`src/rtl/pwm_sw_pkg.sv`:
```
package pwm_sw_pkg;

  typedef struct packed {
    logic hs;
    logic ls;
  } gate_cmd_t;

  // clocks of high-side conduction allowed in a cycle of len clocks
  function automatic int unsigned duty_limit(input int unsigned len, input int unsigned pct);
    return (len * pct) / 100;
  endfunction

  function automatic int unsigned max_u(input int unsigned a, input int unsigned b);
    return (a > b) ? a : b;
  endfunction

endpackage

```
`src/rtl/pwm_duty_timer.sv`:
```
module pwm_duty_timer
  import pwm_sw_pkg::*;
#(
  parameter int unsigned LEN_FAST = 50,
  parameter int unsigned LEN_SLOW = 75,
  parameter int unsigned PCT_FAST = 94,
  parameter int unsigned PCT_SLOW = 96,
  parameter int unsigned CNT_W    = 7
) (
  input  logic             clk,
  input  logic             rst_n,
  input  logic             cyc_start,
  input  logic             freq_fast,
  output logic [CNT_W-1:0] pos_o,
  output logic [CNT_W-1:0] lim_o,
  output logic             limit_hit_o
);
  localparam int unsigned LIM_FAST = duty_limit(LEN_FAST, PCT_FAST);
  localparam int unsigned LIM_SLOW = duty_limit(LEN_SLOW, PCT_SLOW);

  logic [CNT_W-1:0] pos_q;

  always_ff @(posedge clk or negedge rst_n) begin
    if (!rst_n)                pos_q <= '0;
    else if (cyc_start)        pos_q <= '0;
    else if (pos_q != '1)      pos_q <= pos_q + 1'b1;
  end

  assign lim_o       = freq_fast ? CNT_W'(LIM_FAST) : CNT_W'(LIM_SLOW);
  assign limit_hit_o = (pos_q >= lim_o);
  assign pos_o       = pos_q;


  pos_clear_chk: assert property (@(posedge clk) disable iff (!rst_n)
    cyc_start |=> (pos_o == '0));

endmodule

```
`src/rtl/pwm_skip_ctrl.sv`:
```
module pwm_skip_ctrl #(
  parameter bit          AUX_EXIT     = 1'b1,
  parameter int unsigned FORCE_CYCLES = 8
) (
  input  logic clk,
  input  logic rst_n,
  input  logic cyc_start,
  input  logic psave_n,
  input  logic light_load,
  input  logic fb_low,
  input  logic aux_droop,
  output logic fire_o,
  output logic skip_o,
  output logic forced_o,
  output logic zc_cut_en_o
);
  localparam int unsigned FW = $clog2(FORCE_CYCLES + 1);

  logic          skip_q;
  logic [FW-1:0] force_cnt;
  logic          allow;

  generate
    if (AUX_EXIT) begin : g_aux_exit
      logic [FW-1:0] cnt_q;
      always_ff @(posedge clk or negedge rst_n) begin
        if (!rst_n)                           cnt_q <= '0;
        else if (aux_droop)                   cnt_q <= FW'(FORCE_CYCLES);
        else if (cyc_start && cnt_q != '0)    cnt_q <= cnt_q - 1'b1;
      end
      assign force_cnt = cnt_q;
    end else begin : g_no_aux_exit
      assign force_cnt = '0;
    end
  endgenerate

  assign forced_o    = (force_cnt != '0);
  assign allow       = !psave_n && !forced_o;
  assign zc_cut_en_o = allow;

  always_comb begin
    fire_o = 1'b1;
    if (allow && skip_q) fire_o = fb_low;
  end

  always_ff @(posedge clk or negedge rst_n) begin
    if (!rst_n) skip_q <= 1'b0;
    else if (cyc_start) begin
      if (!allow)                    skip_q <= 1'b0;
      else if (!skip_q)              skip_q <= light_load;
      else if (fb_low && !light_load) skip_q <= 1'b0;
    end
  end

  assign skip_o = skip_q;


  forced_no_skip_chk: assert property (@(posedge clk) disable iff (!rst_n)
    (cyc_start && forced_o) |=> !skip_o);


  skip_enter_chk: assert property (@(posedge clk) disable iff (!rst_n)
    (cyc_start && !psave_n && !forced_o && light_load) |=> skip_o);

endmodule

```
`src/rtl/pwm_switch_logic.sv`:
```
module pwm_switch_logic
  import pwm_sw_pkg::*;
#(
  parameter int unsigned LEN_FAST     = 50,
  parameter int unsigned LEN_SLOW     = 75,
  parameter int unsigned PCT_FAST     = 94,
  parameter int unsigned PCT_SLOW     = 96,
  parameter bit          AUX_EXIT     = 1'b1,
  parameter int unsigned FORCE_CYCLES = 8
) (
  input  logic clk,
  input  logic rst_n,
  input  logic cyc_start,
  input  logic freq_fast,
  input  logic cmp_trip,
  input  logic oc_pos,
  input  logic oc_neg,
  input  logic zero_cross,
  input  logic light_load,
  input  logic fb_low,
  input  logic phase_low,
  input  logic lg_low,
  input  logic psave_n,
  input  logic aux_droop,
  input  logic ovp_force,
  input  logic halt,
  output logic hs_on,
  output logic ls_on,
  output logic skip_mode
);
  localparam int unsigned LEN_MAX = max_u(LEN_FAST, LEN_SLOW);
  localparam int unsigned CNT_W   = $clog2(LEN_MAX + 2);

  logic [CNT_W-1:0] pos, lim;
  logic             limit_hit, fire, forced, zc_cut_en;

  pwm_duty_timer #(
    .LEN_FAST(LEN_FAST), .LEN_SLOW(LEN_SLOW),
    .PCT_FAST(PCT_FAST), .PCT_SLOW(PCT_SLOW), .CNT_W(CNT_W)
  ) duty_i (
    .clk(clk), .rst_n(rst_n), .cyc_start(cyc_start), .freq_fast(freq_fast),
    .pos_o(pos), .lim_o(lim), .limit_hit_o(limit_hit)
  );

  pwm_skip_ctrl #(.AUX_EXIT(AUX_EXIT), .FORCE_CYCLES(FORCE_CYCLES)) skip_i (
    .clk(clk), .rst_n(rst_n), .cyc_start(cyc_start), .psave_n(psave_n),
    .light_load(light_load), .fb_low(fb_low), .aux_droop(aux_droop),
    .fire_o(fire), .skip_o(skip_mode), .forced_o(forced), .zc_cut_en_o(zc_cut_en)
  );

  gate_cmd_t g_q, g_n;
  logic      req_q, req_n;   // high-side turn-on pending this cycle
  logic      arm_q, arm_n;   // low-side may start this cycle

  // named events
  logic ev_end_req, ev_hs_start, ev_req_cancel, ev_hs_end, ev_ls_start, ev_ls_cut;
  assign ev_end_req    = cmp_trip | oc_pos | limit_hit;
  assign ev_req_cancel = req_q && ev_end_req;
  assign ev_hs_start   = req_q && !ev_end_req && lg_low && !g_q.ls;
  assign ev_hs_end     = g_q.hs && ev_end_req;
  assign ev_ls_start   = arm_q && phase_low && !g_q.hs;
  assign ev_ls_cut     = g_q.ls && (oc_neg || (zc_cut_en && zero_cross));

  always_comb begin
    g_n   = g_q;
    req_n = req_q;
    arm_n = arm_q;
    if (halt) begin
      g_n = '0; req_n = 1'b0; arm_n = 1'b0;
    end else if (ovp_force) begin
      g_n.hs = 1'b0; g_n.ls = 1'b1; req_n = 1'b0; arm_n = 1'b0;
    end else if (cyc_start) begin
      g_n = '0; req_n = fire; arm_n = 1'b0;
    end else begin
      if (ev_req_cancel) begin req_n = 1'b0; arm_n = 1'b1; end
      else if (ev_hs_start) begin req_n = 1'b0; g_n.hs = 1'b1; end
      if (ev_hs_end) begin g_n.hs = 1'b0; arm_n = 1'b1; end
      if (ev_ls_start) begin g_n.ls = 1'b1; arm_n = 1'b0; end
      if (ev_ls_cut) g_n.ls = 1'b0;
    end
  end

  always_ff @(posedge clk or negedge rst_n) begin
    if (!rst_n) begin
      g_q <= '0; req_q <= 1'b0; arm_q <= 1'b0;
    end else begin
      g_q <= g_n; req_q <= req_n; arm_q <= arm_n;
    end
  end

  assign hs_on = g_q.hs;
  assign ls_on = g_q.ls;


  no_overlap_chk: assert property (@(posedge clk) disable iff (!rst_n)
    !(hs_on && ls_on));


  hs_after_lg_low_chk: assert property (@(posedge clk) disable iff (!rst_n)
    $rose(hs_on) |-> ($past(lg_low) && !$past(ls_on)));


  hs_trip_off_chk: assert property (@(posedge clk) disable iff (!rst_n)
    (hs_on && (cmp_trip || oc_pos)) |=> !hs_on);


  duty_window_chk: assert property (@(posedge clk) disable iff (!rst_n)
    hs_on |-> (pos <= lim));


  ls_after_phase_chk: assert property (@(posedge clk) disable iff (!rst_n)
    ($rose(ls_on) && !$past(ovp_force)) |-> $past(phase_low));


  ls_neg_oc_chk: assert property (@(posedge clk) disable iff (!rst_n)
    (ls_on && oc_neg && !ovp_force) |=> !ls_on);


  ovp_clamp_chk: assert property (@(posedge clk) disable iff (!rst_n)
    (ovp_force && !halt) |=> (!hs_on && ls_on));


  halt_off_chk: assert property (@(posedge clk) disable iff (!rst_n)
    halt |=> (!hs_on && !ls_on));

endmodule

```
`config.mk`:
```
export PLATFORM = sky130hd
export DESIGN_NAME = pwm_switch_logic
export DESIGN_NICKNAME = d
export VERILOG_FILES = /design/src/rtl/pwm_sw_pkg.sv /design/src/rtl/pwm_duty_timer.sv /design/src/rtl/pwm_skip_ctrl.sv /design/src/rtl/pwm_switch_logic.sv
export SDC_FILE = /design/constraint.sdc
export NUM_CORES = 1
export LEC_CHECK = 0
export CAP_MARGIN = 20
export CORE_MARGIN = 1.5
export CORE_UTILIZATION = 39
export CTS_CLUSTER_SIZE = 40
export DETAILED_ROUTE_END_ITERATION = 10
export PLACE_DENSITY = 0.7
export SETUP_SLACK_MARGIN = 0.4
export SLEW_MARGIN = 20
export SYNTH_ARGS = -nofsm -noshare
export SYNTH_HDL_FRONTEND = slang
export SYNTH_SLANG_ARGS = --single-unit
```
`constraint.sdc`:
```
create_clock -name clk -period 3.77 [get_ports clk]
set_clock_uncertainty 0.15 [all_clocks]
set_input_delay 0.5655 -clock clk [delete_from_list [all_inputs] [get_ports clk]]
set_output_delay 0.5655 -clock clk [all_outputs]
set_load 0.05 [all_outputs]
```
# Yosys cells after proc, flatten, opt, wreduce, memory -nomap -nowiden
# Index checks and enable logic that the tools add are counted.
# Widths: inputs -> output; s select.
dict set report op_classes {
  mux 28
  n_eq_ne 2
  n_addsub 2
  bitwise 2
  order_cmp 1
  n_reduce_logical 28
}
# op count
set ops {}
lappend ops {{$mux 7} 3}
lappend ops {{$mux 1} 20}
lappend ops {{$reduce_bool 5->1} 3}
lappend ops {{$logic_and 1x1->1} 13}
lappend ops {{$mux 4} 2}
lappend ops {{$add 7x1->7 const B} 1}
lappend ops {{$ge 7x7->1} 1}
lappend ops {{$ne 7x7->1 const B} 1}
lappend ops {{$logic_not 1->1} 6}
lappend ops {{$mux 2} 3}
lappend ops {{$reduce_bool 6->1} 1}
lappend ops {{$ne 5x4->1 const B} 1}
lappend ops {{$reduce_bool 2->1} 2}
lappend ops {{$reduce_bool 4->1} 1}
lappend ops {{$sub 4x1->4 const B} 1}
lappend ops {{$or 1x1->1} 2}
lappend ops {{$reduce_and 2->1} 1}
lappend ops {{$logic_or 1x1->1} 1}
dict set report totals {
  input_bits 16
  word_cells 70
  ff_bits 16
}

# Logic depth before layout (Yosys ltp)
dict set report depth {
  word_depth 13
  ltp_mapped 6
  mapped_depth_nobuf 6
}

# By module
# Synthesis repeated with hierarchy kept, for this count alone.
dict set report hier_totals {
  cells_unflattened 107
  hier_area_um2 1047.3
}
# module cells_each area_per_inst_um2 instances
set by_module_without_submodules {}
lappend by_module_without_submodules {pwm_duty_timer 54 529.3 1}
lappend by_module_without_submodules {pwm_skip_ctrl 29 292.8 1}
lappend by_module_without_submodules {pwm_switch_logic 24 225.2 1}

# Worst setup path after synthesis
# OpenSTA, ideal clock, no wires.
dict set report synth_path {
  path_kind {input to register}
  from {input port freq_fast}
  to {register req_q}
  path_stages 5
  setup_slack_ns 1.747
  required_time_ns 3.525
  arrival_ns 1.777
  cell_sequence {ha_1 -> a2111oi_2 -> nand2_1 -> a41o_2 -> o32ai_2}
}
dict set report synth_via {
  elab_chain_cells 8
  word_cells_on_any_way 13
}
# item line
set synth_lines {}
lappend synth_lines {{start, declared} pwm_switch_logic.sv:14} ;# input logic freq_fast,
lappend synth_lines {{$mux 7 *} pwm_duty_timer.sv:29} ;# assign lim_o = freq_fast ? CNT_W'(LIM_FAST) : CNT_W'(LIM_SLOW);
lappend synth_lines {{$ge 7x7->1 *} pwm_duty_timer.sv:30} ;# assign limit_hit_o = (pos_q >= lim_o);
lappend synth_lines {{$or 1x1->1 *} pwm_switch_logic.sv:57} ;# assign ev_end_req = cmp_trip | oc_pos | limit_hit;
lappend synth_lines {{$logic_and 1x1->1 / $logic_not 1->1 (equally long branches)} {pwm_switch_logic.sv:58, pwm_switch_logic.sv:59}}
lappend synth_lines {{$mux 1 / $logic_and 1x1->1 (equally long branches)} {pwm_switch_logic.sv:75, pwm_switch_logic.sv:59}}
lappend synth_lines {{$mux 1 / $logic_and 1x1->1 (equally long branches)} {pwm_switch_logic.sv:72, pwm_switch_logic.sv:59}}
lappend synth_lines {{$mux 1 / $logic_and 1x1->1 (equally long branches)} {pwm_switch_logic.sv:70, pwm_switch_logic.sv:59}}
lappend synth_lines {{$mux 1 / $reduce_bool 5->1 (equally long branches)} -}
lappend synth_lines {{end signal, assigned} pwm_switch_logic.sv:87} ;# g_q <= g_n; req_q <= req_n; arm_q <= arm_n;
lappend synth_lines {{end, declared} pwm_switch_logic.sv:52} ;# logic req_q, req_n;
# Every way passes the cells marked *; elsewhere a longest branch is shown, timed or not.
# A chain may end at the register's enable or synchronous reset.

# Final worst setup path
# Ends and elaborated chain as after synthesis.

==> run_results.csv <==
group,metric,value,unit
placement,place.gp.congestion,0.8217,
worst_setup_path,endpoint_kind,"flop",
global_routing,grt_first_pass_wirelength,3118,um
final_layout,design_area,0.001177,mm^2
pwr,p_leak,0.5084,nW
clocking,cts_tree,"yes",
detailed_routing,wire_per_inst,13.82,um
die,initial_core_util,42.02,%
sta,fmax,430.9,MHz
clocking,path_clk_slew,0.10,ns
die,die_w,52.05,um
yosys,ys_ff_latch,16,
yosys,synth.distinct_cells,38,
worst_setup_path,critical_path_class,"input port to flop",
sta,finalHoldViolCount,0,
clocking,cts_setup_buffers,0,
final_layout,area_delta_synth_final,25.47,%
clocking,htreeDepth,1,
sta,finalSetupTns,0,ns
sta,fin_hold_ws,0.3732,ns
clocking,cts_buffer_depth,2,
die,num_rows,17,
worst_setup_path,critPathLaunchType,"input port",
yosys,synth_edf_count,0,
yosys,ys_warn_count,0,
die,dieArea,0.002709,mm^2
final_layout,drive_gt1_share,7.965,%
sta,setup_viol,0,
worst_setup_path,timing.rr.end,"req_q",
yosys,synth-async-reset-ratio,100.0,%
yosys,syn-cell-area,938.4,um^2
sta,slew_headroom,51.32,%
pwr,finalPower,0.4031,mW
detailed_routing,drt-total-wl,1948,um
yosys,syn_inst,94,
detailed_routing,final_antenna_net_count,0,
hold_path,worstHoldPathType,"flop to flop",
worst_setup_path,cp_slowest_cell,"clkdlybuf4s50_1",
global_routing,grt_antenna_before_repair,0,
global_routing,grt.total_usage,15.91,%
clocking,cts_resized,0,
worst_setup_path,worstPathMaxFanout,3,
yosys,syn-num-nets,117,
clocking,insertion_delay,0.29,ns
worst_setup_path,worstPathArrival,2.38,ns
yosys,yosys_most_used_dff,"dfrtp_1",
die,io-pin-count,19,
final_layout,fin_util,52.72,%
placement,hpwl,1455,um
sta,rsz0062_at_grt,"no",
run,max_cap_violations,0,
clocking,cts_buffers,3,
detailed_routing,drt_iter0_drc,23,
pwr,p_per_area,342.3,mW/mm^2
global_routing,grt.overflow.total,0,
placement,post_dp_cell_area,0.001141,mm^2
worst_setup_path,endpoint,"req_q",
sta,period_needed,2.321,ns
sta,finalCritPeriodShare,61.55,%
placement,portBuffers,18,
yosys,syn_area_per_cell,9.983,um^2
sta,worstMarginPinSlew,0.7280,ns
sta,drv_slew,0,
die,die_h,52.05,um
outcome,status,"finished, final reports clean",
yosys,ys_seq_area_share,42.67,%
die,core_area,0.002233,mm^2
detailed_routing,vias,767,
detailed_routing,dr.pass1.iters,4,
worst_setup_path,slowest_delay,0.48,ns
worst_setup_path,r2r_start,"duty_i.pos_o[6]",
final_layout,fin_nets,137,
worst_setup_path,ff2ff_setup_slack,1.80,ns
worst_setup_path,crit_chain,"clkdlybuf4s50_1 -> ha_1 -> a2111oi_2 -> nand2_1 -> a41o_2 -> o32ai_2",
global_routing,grt_pass1_vias,736,
detailed_routing,drc,0,
worst_setup_path,crit_start,"freq_fast",
clocking,root_buffer,"clkbuf_4",
final_layout,nFillCells,193,
global_routing,grt_max_degree,17,
worst_setup_path,cp.required,3.83,ns
detailed_routing,routed_via_density,5.440,
clocking,clock-sinks,16,
final_layout,antenna_cells,0,
clocking,cts_hold_buf,0,
worst_setup_path,reg2regPathDepth,5,
pwr,ir_drop,0.0002045,V
## report_power, final
group	internal (mW)	switching (mW)	total, mW
registers	0.185	0.0143	0.199
clock network	0.0589	0.0568	0.116
logic	0.0457	0.0427	0.0885
## state kept, by name (all words and copies together), names as in the netlist
name,flops
duty_i.pos_o,7
skip_i.force_cnt,4
arm_q,1
hs_on,1
ls_on,1
req_q,1
skip_i.skip_o,1
## per-layer routing
| layer | track usage (%) | vias up | wire [um] |
|---|---|---|---|
| li1 | - | 385 | - |
| met1 | 18.43 | 366 | 844 |
| met3 | 5.460 | 2 | 72 |
| met5 | 0 | - | 0 |
| met4 | 5.702 | 0 | 17 |
| met2 | 27.00 | 14 | 1013 |
## cells by family (layout without fill, tap and decap cells)
logic type | Yosys count | in the layout | share of synthesized area, %
AOI/OAI and AO/OA | 21 | 21 | 17.47
xor gates and xnor gates | 5 | 5 | 4.668
DFF | 16 | 16 | 42.67
buffers and inverters | 8 | 27 | 3.333
adders and majority gates | 7 | 7 | 9.333
and+or+nand+nor | 35 | 35 | 20.27
muxes | 2 | 2 | 2.267
## Yosys cell counts, drive strengths merged, types with 2 or more instances
| library cell | number | share of area (%) |
|---|---|---|
| a21oi | 5 | 2.7 |
| ha | 7 | 9.3 |
| nor2b | 2 | 1.3 |
| dfrtp | 16 | 43 |
| o21a | 2 | 1.6 |
| nand2 | 5 | 2.0 |
| o21ai | 2 | 1.1 |
| nor3 | 3 | 1.6 |
| xnor2 | 2 | 1.9 |
| clkbuf | 2 | 0.80 |
| nor2 | 10 | 4.0 |
| a211oi | 2 | 1.6 |
| xor2 | 3 | 2.8 |
| nand3 | 3 | 1.6 |
| inv | 5 | 2.0 |
| nand4 | 2 | 1.3 |
| and2 | 2 | 1.3 |
## area by class of cell
class / count / area, um^2 / area share, %
repair buffers: 18 / 180.2 / 15.30
clock buffers: 4 / 36.28 / 3.082
flip-flops and latches: 16 / 400.4 / 34.01
multi-input cells: 70 / 506.7 / 43.04
inverters: 5 / 18.77 / 1.594
well taps: 28 / 35.03 / 2.976
## worst max-delay path: cells and delay by family
kind / cells / cell delay (ns)
buffers and inverters: 1 / 0.48
AO/OA/AOI/OAI: 3 / 0.87
adder cells (fa/ha/maj): 1 / 0.37
AND/OR/NAND/NOR: 1 / 0.09
## layout by cell type (no fill, tap or decap), types with 3 or more instances in the layout
cell type	Yosys	layout
nand3_1	3	3
nor2_1	10	10
inv_1	5	5
clkbuf_4	0	3
ha_1	7	7
clkdlybuf4s50_1	0	18
nand2_1	5	5
xor2_1	3	3
a21oi_1	5	5
nor3_1	3	3
dfrtp_1	16	16
## per-stage QoR
stage / worst slack [ns] / instances
finish: 1.449 / 141
global route: 1.397 / 141
CTS: 1.463 / 141
detailed placement: 1.164 / 137
global placement: 1.235 / 137
floorplan: 1.747 / 94
## how the worst min path moves through the flow
stage | start | end | slack [ns] | depth (start not counted)
6_report | skip_i.skip_o | skip_i.skip_o | 0.37 | 1
5_1_grt | skip_i.skip_o | skip_i.skip_o | 0.42 | 1
4_1_cts | skip_i.skip_o | skip_i.skip_o | 0.38 | 1
3_5_place_dp | skip_i.skip_o | skip_i.skip_o | 0.35 | 1
3_3_place_gp | skip_i.skip_o | skip_i.skip_o | 0.35 | 1
2_1_floorplan | rst_n | arm_q | 0.12 | 0
Power figures use the tool's default switching activity.
